**src/rtl/i2c_word_pkg.sv**
```systemverilog
package i2c_word_pkg;

    localparam int BYTE_W = 8;
    localparam int WORD_W = 2 * BYTE_W;
    localparam int PTR_W  = 8;
    localparam int SEL_W  = 6;
    localparam int CNT_W  = $clog2(BYTE_W + 1);

    typedef enum logic [2:0] {
        PH_IDLE,
        PH_RX,
        PH_RX_ACK,
        PH_TX_WAIT,
        PH_TX_LOAD,
        PH_TX,
        PH_TX_ACK
    } phase_e;

    typedef enum logic [1:0] {
        FLD_DEV,
        FLD_PTR,
        FLD_MSB,
        FLD_LSB
    } field_e;

    typedef struct packed {
        logic start;
        logic stop;
        logic rise;
        logic fall;
        logic sda;
    } line_ev_t;

    function automatic logic dev_hit(input logic [BYTE_W-1:0] b,
                                     input logic [SEL_W-1:0] sel);
        return b[BYTE_W-1:1] == {1'b1, sel};
    endfunction

endpackage

```
**src/rtl/i2c_line_cond.sv**
```systemverilog
module i2c_line_cond
    import i2c_word_pkg::*;
#(
    parameter int STAGES = 2
) (
    input  logic     clk,
    input  logic     rst,
    input  logic     scl_i,
    input  logic     sda_i,
    output line_ev_t ev
);
    logic [STAGES-1:0] scl_sh, sda_sh;
    logic scl_q, sda_q, scl_n, sda_n;

    always_ff @(posedge clk) begin
        if (rst) begin
            scl_sh <= '1;
            sda_sh <= '1;
            scl_q  <= 1'b1;
            sda_q  <= 1'b1;
        end else begin
            scl_sh <= {scl_sh[STAGES-2:0], scl_i};
            sda_sh <= {sda_sh[STAGES-2:0], sda_i};
            scl_q  <= scl_sh[STAGES-1];
            sda_q  <= sda_sh[STAGES-1];
        end
    end

    assign scl_n = scl_sh[STAGES-1];
    assign sda_n = sda_sh[STAGES-1];

    always_comb begin
        ev.rise  = scl_n & ~scl_q;
        ev.fall  = ~scl_n & scl_q;
        ev.start = scl_n & scl_q & sda_q & ~sda_n;
        ev.stop  = scl_n & scl_q & ~sda_q & sda_n;
        ev.sda   = sda_n;
    end
endmodule

```
**src/rtl/i2c_word_engine.sv**
```systemverilog
module i2c_word_engine
    import i2c_word_pkg::*;
(
    input  logic              clk,
    input  logic              rst,
    input  line_ev_t          ev,
    input  logic [SEL_W-1:0]  dev_sel,
    input  logic [WORD_W-1:0] rd_word,
    output logic              sda_oe,
    output logic              ptr_load,
    output logic [PTR_W-1:0]  ptr_val,
    output logic              ptr_step,
    output logic              wr_fire,
    output logic [WORD_W-1:0] wr_word
);
    localparam logic [CNT_W-1:0] LAST_BIT = CNT_W'(BYTE_W);

    phase_e             phase;
    field_e             field;
    logic [CNT_W-1:0]   cnt;
    logic [BYTE_W-1:0]  shreg;
    logic [BYTE_W-1:0]  msb_hold;
    logic [WORD_W-1:0]  tx_word;
    logic               rw;
    logic               hi;
    logic               mack;

    always_ff @(posedge clk) begin
        if (rst) begin
            phase    <= PH_IDLE;
            field    <= FLD_DEV;
            cnt      <= '0;
            shreg    <= '0;
            msb_hold <= '0;
            tx_word  <= '0;
            rw       <= 1'b0;
            hi       <= 1'b0;
            mack     <= 1'b0;
            ptr_load <= 1'b0;
            ptr_val  <= '0;
            ptr_step <= 1'b0;
            wr_fire  <= 1'b0;
            wr_word  <= '0;
        end else begin
            ptr_load <= 1'b0;
            ptr_step <= 1'b0;
            wr_fire  <= 1'b0;
            if (ev.start) begin
                phase <= PH_RX;
                field <= FLD_DEV;
                cnt   <= '0;
            end else if (ev.stop) begin
                phase <= PH_IDLE;
            end else begin
                unique case (phase)
                    PH_RX: begin
                        if (ev.rise && cnt != LAST_BIT) begin
                            shreg <= {shreg[BYTE_W-2:0], ev.sda};
                            cnt   <= cnt + 1'b1;
                        end else if (ev.fall && cnt == LAST_BIT) begin
                            if (field != FLD_DEV || dev_hit(shreg, dev_sel))
                                phase <= PH_RX_ACK;
                            else
                                phase <= PH_IDLE;
                            if (field == FLD_DEV)
                                rw <= shreg[0];
                        end
                    end
                    PH_RX_ACK: begin
                        if (ev.fall) begin
                            cnt <= '0;
                            unique case (field)
                                FLD_DEV: begin
                                    if (rw) begin
                                        phase <= PH_TX_LOAD;
                                    end else begin
                                        phase <= PH_RX;
                                        field <= FLD_PTR;
                                    end
                                end
                                FLD_PTR: begin
                                    ptr_load <= 1'b1;
                                    ptr_val  <= shreg;
                                    phase    <= PH_RX;
                                    field    <= FLD_MSB;
                                end
                                FLD_MSB: begin
                                    msb_hold <= shreg;
                                    phase    <= PH_RX;
                                    field    <= FLD_LSB;
                                end
                                FLD_LSB: begin
                                    wr_fire <= 1'b1;
                                    wr_word <= {msb_hold, shreg};
                                    phase   <= PH_IDLE;
                                end
                                default: phase <= PH_IDLE;
                            endcase
                        end
                    end
                    PH_TX_WAIT: phase <= PH_TX_LOAD;
                    PH_TX_LOAD: begin
                        tx_word <= rd_word;
                        hi      <= 1'b1;
                        cnt     <= '0;
                        phase   <= PH_TX;
                    end
                    PH_TX: begin
                        if (ev.rise) begin
                            cnt <= cnt + 1'b1;
                        end else if (ev.fall) begin
                            tx_word <= {tx_word[WORD_W-2:0], 1'b0};
                            if (cnt == LAST_BIT)
                                phase <= PH_TX_ACK;
                        end
                    end
                    PH_TX_ACK: begin
                        if (ev.rise) begin
                            mack <= ~ev.sda;
                        end else if (ev.fall) begin
                            cnt <= '0;
                            if (!hi)
                                ptr_step <= 1'b1;
                            if (mack && hi) begin
                                hi    <= 1'b0;
                                phase <= PH_TX;
                            end else if (mack) begin
                                phase <= PH_TX_WAIT;
                            end else begin
                                phase <= PH_IDLE;
                            end
                        end
                    end
                    default: ;
                endcase
            end
        end
    end

    assign sda_oe = (phase == PH_RX_ACK) | ((phase == PH_TX) & ~tx_word[WORD_W-1]);
endmodule

```
**src/rtl/i2c_word_ptr.sv**
```systemverilog
module i2c_word_ptr
    import i2c_word_pkg::*;
(
    input  logic              clk,
    input  logic              rst,
    input  logic              ptr_load,
    input  logic [PTR_W-1:0]  ptr_val,
    input  logic              ptr_step,
    input  logic              wr_fire,
    input  logic [WORD_W-1:0] wr_word,
    output logic [PTR_W-1:0]  reg_addr,
    output logic [WORD_W-1:0] reg_wdata,
    output logic              reg_we
);
    always_ff @(posedge clk) begin
        if (rst) begin
            reg_addr  <= '0;
            reg_wdata <= '0;
            reg_we    <= 1'b0;
        end else begin
            reg_we <= wr_fire;
            if (wr_fire)
                reg_wdata <= wr_word;
            if (ptr_load)
                reg_addr <= ptr_val;
            else if (reg_we || ptr_step)
                reg_addr <= reg_addr + 1'b1;
        end
    end
endmodule

```
**src/rtl/i2c_word_slave.sv**
```systemverilog
module i2c_word_slave
    import i2c_word_pkg::*;
#(
    parameter int SYNC_STAGES = 2
) (
    input  logic              clk,
    input  logic              rst,
    input  logic              scl_i,
    input  logic              sda_i,
    output logic              sda_oe,
    input  logic [SEL_W-1:0]  dev_sel,
    output logic [PTR_W-1:0]  reg_addr,
    output logic [WORD_W-1:0] reg_wdata,
    output logic              reg_we,
    input  logic [WORD_W-1:0] reg_rdata
);
    line_ev_t          line_ev;
    logic              line_start, line_stop;
    logic              eng_ptr_load, eng_ptr_step, eng_wr_fire;
    logic [PTR_W-1:0]  eng_ptr_val;
    logic [WORD_W-1:0] eng_wr_word;

    i2c_line_cond #(.STAGES(SYNC_STAGES)) u_line (
        .clk   (clk),
        .rst   (rst),
        .scl_i (scl_i),
        .sda_i (sda_i),
        .ev    (line_ev)
    );

    assign line_start = line_ev.start;
    assign line_stop  = line_ev.stop;

    i2c_word_engine u_eng (
        .clk      (clk),
        .rst      (rst),
        .ev       (line_ev),
        .dev_sel  (dev_sel),
        .rd_word  (reg_rdata),
        .sda_oe   (sda_oe),
        .ptr_load (eng_ptr_load),
        .ptr_val  (eng_ptr_val),
        .ptr_step (eng_ptr_step),
        .wr_fire  (eng_wr_fire),
        .wr_word  (eng_wr_word)
    );

    i2c_word_ptr u_ptr (
        .clk       (clk),
        .rst       (rst),
        .ptr_load  (eng_ptr_load),
        .ptr_val   (eng_ptr_val),
        .ptr_step  (eng_ptr_step),
        .wr_fire   (eng_wr_fire),
        .wr_word   (eng_wr_word),
        .reg_addr  (reg_addr),
        .reg_wdata (reg_wdata),
        .reg_we    (reg_we)
    );
endmodule

```
**config.mk**
```make
export PLATFORM = sky130hd
export DESIGN_NAME = i2c_word_slave
export DESIGN_NICKNAME = d
export VERILOG_FILES = /design/src/rtl/i2c_word_pkg.sv /design/src/rtl/i2c_line_cond.sv /design/src/rtl/i2c_word_engine.sv /design/src/rtl/i2c_word_ptr.sv /design/src/rtl/i2c_word_slave.sv
export SDC_FILE = /design/constraint.sdc
export NUM_CORES = 1
export LEC_CHECK = 0
export ABC_AREA = 1
export BUFFER_PORTS_ARGS = -buffer_cell sky130_fd_sc_hd__buf_4
export CORE_ASPECT_RATIO = 1.1
export CORE_MARGIN = 5
export CORE_UTILIZATION = 45
export DETAILED_ROUTE_END_ITERATION = 6
export GPL_ROUTABILITY_DRIVEN = 0
export GPL_TIMING_DRIVEN = 0
export PLACE_DENSITY_LB_ADDON = 0.1
export SLEW_MARGIN = 20
export SYNTH_ARGS = -nofsm -noshare
export SYNTH_HDL_FRONTEND = slang
export SYNTH_SLANG_ARGS = --single-unit
```
**constraint.sdc**
```tcl
create_clock -name clk -period 2.1 [get_ports clk]
set_input_delay 0.105 -clock clk [delete_from_list [all_inputs] [get_ports clk]]
set_output_delay 0.105 -clock clk [all_outputs]
set_load 0.02 [all_outputs]
```
# After elaboration in Yosys (flattened, before gate mapping)
# Index checks and enable logic that the tools add are counted.
# Widths: inputs -> output; s select.
[totals] register_bits=102 input_bits=26 out_inout_bits=26 wordCells=142
[op_classes] add_sub_neg=2 eq_ne=32 n_mux=35 n_bitwise=20 reduce_logical=31
[ops] operator="$mux 16" n=2
[ops] operator="$pmux 16 s2" n=1
[ops] operator="$mux 3" n=10
[ops] operator="$reduce_and 5->1" n=6
[ops] operator="$ne 4x3->1 const B" n=5
[ops] operator="$pmux 4 s5" n=1
[ops] operator="$pmux 3 s6" n=1
[ops] operator="$reduce_and 9->1" n=2
[ops] operator="$mux 4" n=4
[ops] operator="$mux 8" n=2
[ops] operator="$ne 2x1->1 const B" n=8
[ops] operator="$ne 4x4->1 const B" n=4
[ops] operator="$reduce_and 6->1" n=2
[ops] operator="$not 1->1" n=11
[ops] operator="$eq 3x3->1 const B" n=3
[ops] operator="$pmux 3 s3" n=1
[ops] operator="$add 8x1->8 const B" n=1
[ops] operator="$and 1x1->1" n=8
[ops] operator="$mux 1" n=8
[ops] operator="$ne 2x2->1 const B" n=4
[ops] operator="$reduce_and 4->1" n=2
[ops] operator="$reduce_bool 2->1" n=4
[ops] operator="$reduce_bool 8->1" n=1
[ops] operator="$eq 7x7->1" n=1
[ops] operator="20 further kinds" n=28

# Longest topological paths before layout
# Gate-level depths: netlist of run 1.
[depth] depth_word=8 ltp_mapped=11

# Modules after synthesis
# Synthesis of run 1 repeated with hierarchy kept, for this count alone.
[hier_totals] cells_unflattened=624 area_unflattened_um2=4539.4
[by_module_without_submodules] mod="i2c_word_engine" n_inst=1 cells_per_inst=449 area_per_inst_um2=3283.1
[by_module_without_submodules] mod="i2c_word_ptr" n_inst=1 cells_per_inst=150 area_per_inst_um2=1051.0
[by_module_without_submodules] mod="i2c_line_cond" n_inst=1 cells_per_inst=25 area_per_inst_um2=205.2

# Worst setup path before layout of run 1
# OpenSTA, ideal clock, no wires.
[synth_timing] kind="register to register" from="register u_eng.cnt[0]" to="register u_eng.shreg[5]" setup_time_ns=0.119 t_arrival_ns=1.318 slack_ns=0.663 stages_incl_launch_ff=11 synth_period_minus_slack_ns=1.437 cell_sequence="dfxtp_1 > inv_1 > ha_1 > nand2_1 > nor2_1 > nor2_1 > inv_1 > nor2_4 > inv_2 > o21ai_0 > a21oi_1"
[synth_via] elab_chain_cells=3
[synth_lines] item="from (decl)" line="i2c_word_engine.sv:20" text="logic [CNT_W-1:0] cnt;"
[synth_lines] item="from (signal assigned)" line="i2c_word_engine.sv:59" text="cnt <= cnt + 1'b1;"
[synth_lines] item="from (signal assigned)" line="i2c_word_engine.sv:110" text="cnt <= cnt + 1'b1;"
[synth_lines] item="$ne 4x4->1" line="i2c_word_engine.sv:57" text="if (ev.rise && cnt != LAST_BIT) begin"
[synth_lines] item="$logic_and 1x1->1" line="i2c_word_engine.sv:57"
[synth_lines] item="$reduce_and 4->1 (no line)"
[synth_lines] item="to (signal assigned)" line="i2c_word_engine.sv:58" text="shreg <= {shreg[BYTE_W-2:0], ev.sda};"
[synth_lines] item="to (decl)" line="i2c_word_engine.sv:21" text="logic [BYTE_W-1:0] shreg;"
# No other way between the ends.
# A chain may end at the register's enable or synchronous reset.

# Final worst setup path of run 1
[layout_timing] from="register u_eng.phase[2]" to="output port sda_oe"
[layout_via] elab_chain_cells=3 word_cells_on_any_way=4
[layout_lines] item="from (decl)" line="i2c_word_engine.sv:18" text="phase_e phase;"
[layout_lines] item="from (signal assigned)" line="i2c_word_engine.sv:30" text="phase <= PH_IDLE;"
[layout_lines] item="from (signal assigned)" line="i2c_word_engine.sv:49" text="phase <= PH_RX;"
[layout_lines] item="from (signal assigned)" line="i2c_word_engine.sv:53" text="phase <= PH_IDLE;"
[layout_lines] item="$eq 3x3->1" line="i2c_word_engine.sv:140" text="assign sda_oe = (phase == PH_RX_ACK) | ((phase == PH_TX) & ~tx_word[WORD_W-1]);"
[layout_lines] item="$and 1x1->1" line="i2c_word_engine.sv:140"
[layout_lines] item="$or 1x1->1 *" line="i2c_word_engine.sv:140"
[layout_lines] item="to (decl)" line="i2c_word_slave.sv:10" text="output logic sda_oe,"
# Mark *: on every way between the ends. The rest lies on a longest branch, timed or not.

==> impl_results.md, run 1 <==
- CTS tree: done
- Largest family of logic cells by synthesized area: simple AND/OR/NAND/NOR gates
- CORE AREA: between 0.009 and 0.01 mm²
- Slowest cell delay on critical path: 0.52 ns
- Global-route wire length before repair: ~18000 µm
- Post-DP HPWL: approximately 7900 µm
- R2R depth: 10
- Post-synthesis mux area share: 0%
- CP Data Arrival Time: approximately 1.7 ns
- GRT Total Usage: between 15 and 20%
- Fin util: between 50% and 60%
- CP max FO: 10
- Clk sink count: 102
- Total CTS buffers: 9
- Synth Area in Compound Gates: between 10 and 15%
- # rows: 38
- Port Buf Inserts: 50
- Fin crit period: 1.76 ns
- H-tree levels: 3
- Overflow after GRT: 0
- Final setup skew: between 0.015 and 0.02 ns
- Sw Share: between 20 and 30%
- Hold_buf cts: 3
- P_sw: ~0.00094 W
- RSZ-0062 raised after global routing: no
- Slew headroom: between 60% and 70%
- Clk network pwr share: roughly 37%
- WL per Instance: around 13 µm
- Fillers: around 1000
- P_leak: roughly 2.3 nW
- Area contributors post-synth: dfxtp_1 46%, nand2_1 11%, nor2_1 8.2%
- Final hold violations: 0
- Worst Tran Pin Value: approximately 0.59 ns
- Power share of the sequential group: 56.9%
- Tightest Hold Check Type: input port to register
- Final Net Count: 720
- Met2 routed WL: around 5400 µm
- Maximum VDD drop: around 0.30 mV
- Number of routed nets with antenna violations: 0
- CTS root buffer: clkbuf_8
- R2r setup slk: about 0.4 ns
- Fin Setup TNS: 0 ns
- Status: finished clean
- Synth Register Bits: approximately 100
- Synth Instances: just over 600
- Initial DRT Pass Iterations: 4
- Endpoint class of the critical path: output port
- Max Cap Violations: 0
- Critical path destination: sda_oe
- Final WL: 10700 µm
- Yosys warns: 0
- Vias: between 4000 and 5000
- Worst-path cell chain: nand3_4, buf_2, o21ai_0, buf_4
- Net count after synthesis: around 660
- Post_cts resized: 0
- Final setup fails: 0
- Met3 WL post-DR: 496 µm
- Reg2reg start: u_eng.cnt[0]
- ANT cells: 0
- Fmax: around 570 MHz
- Initial DRC Count: roughly 160
- Die H: ~110 µm
- Die area: between 0.01 and 0.015 mm²
- Clock Latency Late Sink: between 0.3 and 0.4 ns
- Power per cell area: 657 mW/mm²
- Area share of and/or/nand/nor cells after synthesis: between 20% and 30%
- Top cell type's share of synthesized area: a little under half
- Max Buffers Root-to-Sink: 2
- Post-Synth Adder-Cell Area: 2.51%
- Worst-path clk slew: between 0.1 and 0.15 ns
- Setup crit start kind: register
- Critical R2R Capture: u_eng.shreg[5]
- Cell accounting for the most synthesized area: dfxtp_1
- Largest net degree at the start of global routing: 22
- Via density: just over 5
- Synth Area in XOR/XNOR: less than 1%
- Initial Util: 45.8%
- I/O pin cnt: 52
- Vias in the first global route: approximately 4000
- Post-synthesis sequential area ratio: 45.5%
- Cell Area, Synth: around 0.0045 mm²
- Pint: around 0.0025 W
- Initial antenna violation count: 0
- Hold_ws: between 0.06 and 0.07 ns
- Setup bufs post-CTS: 0
- Max stage delay cell, worst path: dfxtp_1
- Synthesis-to-layout area growth: 17.2%
- Logic pwr share: 6.5%
- Final Max Slew Viols: 0
- Die X: 105 µm
- Launch point of the worst path: u_eng.phase[2]
- Post-route clock period utilization: between 80% and 90%
- Critical path class: register to output port
- Max layer used: met4
- Avg Inst Size Synth: 7.22 µm²
- Synth cell types: 33
- DRT met1 WL: approximately 4700 µm
- Post-route DRC: 0
- Worst endpoint required time: around 2 ns
- Fraction of layout cells with a size suffix above 1: 15.5%
-- layout make-up --
| type | count | area, µm² | share of cell area, % |
|---|---|---|---|
| clock inverter | 7 | 91.3 | 1.74 |
| buffer | 27 | 125 | 2.38 |
| inverter | 49 | 184 | 3.50 |
| sequential | 102 | 2040 | 38.9 |
| clock buffer | 9 | 124 | 2.36 |
| timing repair buffer | 53 | 405 | 7.71 |
| multi-input combinational | 443 | 2130 | 40.6 |
| tap | 120 | 150 | 2.86 |
-- critical path: cells and delay by family (launching register included) --
kind / cells / cell delay, ns
buffers and inverters: 2 / 0.39
AOI/OAI and AO/OA: 1 / 0.22
DFF: 1 / 0.52
and+or+nand+nor: 1 / 0.14
-- cells in the final DEF (no fill, tap or decap), types with 9 or more instances in the layout --
| cell type | n |
|---|---|
| ha_1 | 9 |
| nand2_1 | 128 |
| clkbuf_8 | 9 |
| clkbuf_1 | 14 |
| inv_2 | 9 |
| a21oi_1 | 61 |
| o21ai_0 | 45 |
| inv_1 | 40 |
| nand3_1 | 48 |
| nor2_1 | 98 |
| o21ai_1 | 15 |
| buf_4 | 51 |
| dfxtp_1 | 102 |
| buf_2 | 10 |
-- flip-flops by register name (all words and copies together), names as in the netlist, 2 cells and up --
| signal | cells |
|---|---|
| u_line.scl_sh | 2 |
| u_eng.wr_word | 16 |
| u_eng.phase | 3 |
| u_eng.cnt | 4 |
| u_eng.shreg | 8 |
| u_line.sda_sh | 2 |
| u_ptr.reg_addr | 8 |
| u_eng.tx_word | 16 |
| u_ptr.reg_wdata | 16 |
| u_eng.ptr_val | 8 |
| u_eng.msb_hold | 8 |
| u_eng.field | 2 |
-- stage by stage --
stage                     total power, W  instance area, µm²  worst slack (ns)  cells
final                            0.00345                5260             0.344    810
after detailed placement         0.00223                5010             0.422    791
after floorplan                  0.00215                4480             0.663    621
after global placement           0.00223                5010             0.463    791
after CTS                        0.00349                5260             0.332    810
after global routing             0.00360                5260             0.222    810
-- worst min-delay path by stage --
stage	from	endpoint	slack [ns]	cells after the start
after floorplan	scl_i	u_line.scl_sh[0]	0.21	1
after global placement	sda_i	u_line.sda_sh[0]	0.29	2
after detailed placement	scl_i	u_line.scl_sh[0]	0.29	2
after CTS	reg_rdata[1]	u_eng.tx_word[1]	0.06	5
after global routing	reg_rdata[10]	u_eng.tx_word[10]	0.07	5
final	reg_rdata[10]	u_eng.tx_word[10]	0.06	5
-- cell families after synthesis --
family	after synthesis
AOI/OAI and AO/OA	129
xor gates and xnor gates	5
adders and majority gates	9
buffers and inverters	76
DFF	102
and+or+nand+nor	300
-- cells in the mapped netlist (all sizes together) --
cell type    n
nand2      134
nor2       106
dfxtp      102
a21oi       61
o21ai       60
nand3       50
inv         49
clkbuf      14
buf         13
ha           9
or2          5
xor2         3
a211oi       2
nand4        2
o211ai       2
o21a         2
xnor2        2
a22oi        1
a311oi       1
and2         1
nand3b       1
nor4         1
-- power groups by stage --
| stage | logic [W] | clock network, W | registers [W] |
|---|---|---|---|
| after floorplan | 0.000145 | 0 | 0.00200 |
| after global placement | 0.000217 | 0 | 0.00201 |
| after detailed placement | 0.000220 | 0 | 0.00201 |
| after CTS | 0.000226 | 0.00130 | 0.00197 |
| after global routing | 0.000254 | 0.00138 | 0.00197 |
| final | 0.000225 | 0.00126 | 0.00197 |
-- routing by layer --
metal	track usage (%)	up-vias
li1	-	2140
met1	22.5	1907
met2	32.7	98
met3	2.93	13
met4	4.94	0
met5	0	-
Note: power is estimated with default switching activity, not from simulation.
==> inputs of run 2 (changes only) <==
ABC_AREA = 0   (was 1)
clock period = 1.7 ns   (was 2.1 ns; I/O delays follow)
==> impl_results.md, run 2 <==
- Status: finished, violations left
- Violated checks: setup timing
- Biggest regs: u_eng.tx_word: 16 flops, u_eng.wr_word: 16 flops, u_ptr.reg_wdata: 16 flops
- Synth Instances: between 400 and 500
- Synth cell count leaders: 102 x dfxtp_1, 65 x nand2_1, 61 x nor2_1
- Worst endpoint required time: between 2 and 2.5 ns
- Max Buffers Root-to-Sink: 2
- Endpoint class of the critical path: register
- Vias in the first global route: around 3500
- Fmax: between 500 and 600 MHz
- Final hold violations: 0
- # rows: 37
- Cell accounting for the most synthesized area: dfxtp_1
- Net count after synthesis: between 500 and 600
- Clock Latency Late Sink: ~0.37 ns
- Top cell type's share of synthesized area: 46.6%
- Final setup fails: 3
- CTS tree: done
- Fraction of layout cells with a size suffix above 1: between 20% and 30%
- Setup WS pre-CTS: -0.193 ns
- Power per cell area: 746 mW/mm²
- Initial Util: between 40% and 50%
- Worst-path cell chain: inv_2, ha_4, nand3b_1, o32ai_2, a211oi_4, a311o_1, a21boi_1
- Yosys warns: 0
- ANT cells: 0
- Critical path class: register to register
- Max Cap Violations: 0
- Max stage delay cell, worst path: o32ai_2
- Synth Area in Compound Gates: between 10% and 20%
- Setup crit start kind: register
- Die X: between 100 and 150 µm
- CTS root buffer: clkbuf_8
- Worst Tran Pin Value: approximately 0.74 ns
- WL per Instance: roughly 15 µm
- Largest family of logic cells by synthesized area: simple AND/OR/NAND/NOR gates
- Maximum VDD drop: 0.484 mV
- Post-route DRC: 0
- Die H: between 100 and 150 µm
- Initial antenna violation count: 0
- P_leak: between 2 and 2.5 nW
- Slowest cell delay on critical path: approximately 0.37 ns
- Via density: approximately 5.3
- Synth cell types: 58
- Largest net degree at the start of global routing: 20
- CP Data Arrival Time: between 2 and 2.5 ns
- I/O pin cnt: 52
- Final Net Count: ~600
- Clk sink count: slightly above 100
- Area contributors post-synth: dfxtp_1 47%, mux2i_1 10%, nand2_1 5.6%
- Die area: 0.0118 mm²
- FFs w/ async S/R, synth: 0%
- Post-DP HPWL: 7050 µm
- Synthesis-to-layout area growth: 23.7%
- Initial DRT Pass Iterations: 6
- Area share of and/or/nand/nor cells after synthesis: about a fifth
- Final Max Slew Viols: 0
- Total CTS buffers: 9
- Post-synthesis mux area share: 10.3%
- Slew headroom: 50.2%
- Post-Synth Adder-Cell Area: between 2 and 3%
- Final setup skew: roughly 0.013 ns
- Worst-path clk slew: about 0.11 ns
- Count leader, synth: dfxtp_1
- Port Buf Inserts: 51
- Post-route clock period utilization: 103%
- Cell Area, Synth: between 0.004 and 0.005 mm²
- Synth Register Bits: between 100 and 150
- Initial DRC Count: roughly 150
- Final WL: between 10000 and 15000 µm
- Number of routed nets with antenna violations: 0
- Fin area: approximately 0.0054 mm²
- Commonest non-fill, non-tap cell in the layout: dfxtp_1
- CP max FO: 4
- Fin crit period: roughly 1.8 ns
- Hold_ws: approximately 0.0011 ns
- Most frequent cells in the layout: 90 x dfxtp_1, 73 x buf_4, 63 x nand2_1
- GRT Total Usage: 16.7%
- Slack of the critical path: -0.0544 ns
- H-tree levels: 3
- Synth Area in XOR/XNOR: between 2 and 2.5%
- Overflow after GRT: 0
- Dominant synthesized flop cell: dfxtp_1
- Avg Inst Size Synth: around 9.0 µm²
- Post-synthesis sequential area ratio: a little under half
- Tightest Hold Check Type: input port to register
- Placed cell areas: just under 0.005 mm²
- Vias: 3647
- CORE AREA: approximately 0.0094 mm²
- RSZ-0062 raised after global routing: yes
- Global-route wire length before repair: about 17000 µm
- EDFF count, synth: 0
run 2: cell count changes in the layout (fill, tap and decap cells not counted), moves of 24 or more:
cell | previous run | this run
mux2i_1 | 0 | 44
o21ai_0 | 45 | 6
nand3_1 | 48 | 24
inv_1 | 40 | 7
nor2_1 | 98 | 61
nand2_1 | 128 | 63
run 2: final cells by class:
class / count / area [µm²]
tap: 117 / 146
buffer: 26 / 169
inverter: 12 / 48.8
timing repair buffer: 72 / 548
clock inverter: 7 / 68.8
fill: 869 / 4020
multi-input combinational: 346 / 2260
sequential: 102 / 2060
clock buffer: 9 / 124
run 2: path summary, 6_finish.rpt:
check / depth (start not counted) / slack (ns) / endpoint / start
hold reg to reg: 1 / 0.42 / u_line.sda_sh[1] / u_line.sda_sh[0]
setup reg to reg: 7 / -0.05 / u_eng.phase[1] / u_eng.cnt[1]
setup / recovery: 7 / -0.05 / u_eng.phase[1] / u_eng.cnt[1]
hold / removal: 3 / 0.001 / u_line.sda_q / rst
run 2: critical path, delay by kind of cell, from the launching register on:
kind / cells / cell delay (ns)
AO/OA/AOI/OAI: 4 / 0.97
flip-flops: 1 / 0.35
AND/OR/NAND/NOR: 1 / 0.18
adder cells (fa/ha/maj): 1 / 0.12
buffers and inverters: 1 / 0.07
run 2: where the power goes:
| part | internal, W | leakage, nW | total (W) | switching [W] |
|---|---|---|---|---|
| Combinational | 0.0000771 | 1.28 | 0.000164 | 0.0000870 |
| Sequential | 0.00239 | 0.826 | 0.00240 | 0.00000817 |
| Clock | 0.000568 | 0.0911 | 0.00148 | 0.000914 |
run 2: metal layers:
layer  share of wire, %  global-route usage [%]
met1                 47                    22.8
met2                 48                    27.4
met3                3.8                    2.55
met4                1.2                    5.35
met5                  0                       0
run 2: logic make-up (layout without fill, tap and decap cells):
kind of cell             after synthesis  count (layout)
multiplexers                          45              45
buffers and inverters                 39             126
adder cells (fa/ha/maj)                9               9
flip-flops                           102             102
AND/OR/NAND/NOR                      193             194
AO/OA/AOI/OAI                         86              86
XOR/XNOR                              12              12
run 2: per-stage QoR:
step	utilization, %	power [W]	std cells	TNS (ns)
3_3_place_gp	52.2	0.00260	654	-1.11
6_report	57.4	0.00405	691	-0.123
4_1_cts	55.6	0.00408	679	-0.00619
2_1_floorplan	-	0.00253	486	0
5_1_grt	57.4	0.00420	691	-0.583
3_5_place_dp	52.2	0.00261	654	-1.31
run 2: timing repair:
action | CTS | global route
pin swaps | 2 | 10
endpoints found under the setup margin | 30 | 58
hold endpoints to repair | 3 | 0
hold buffers | 3 | 0
setup buffers | 6 | 12
gates resized for setup | 20 | 24
cloned | 0 | 1
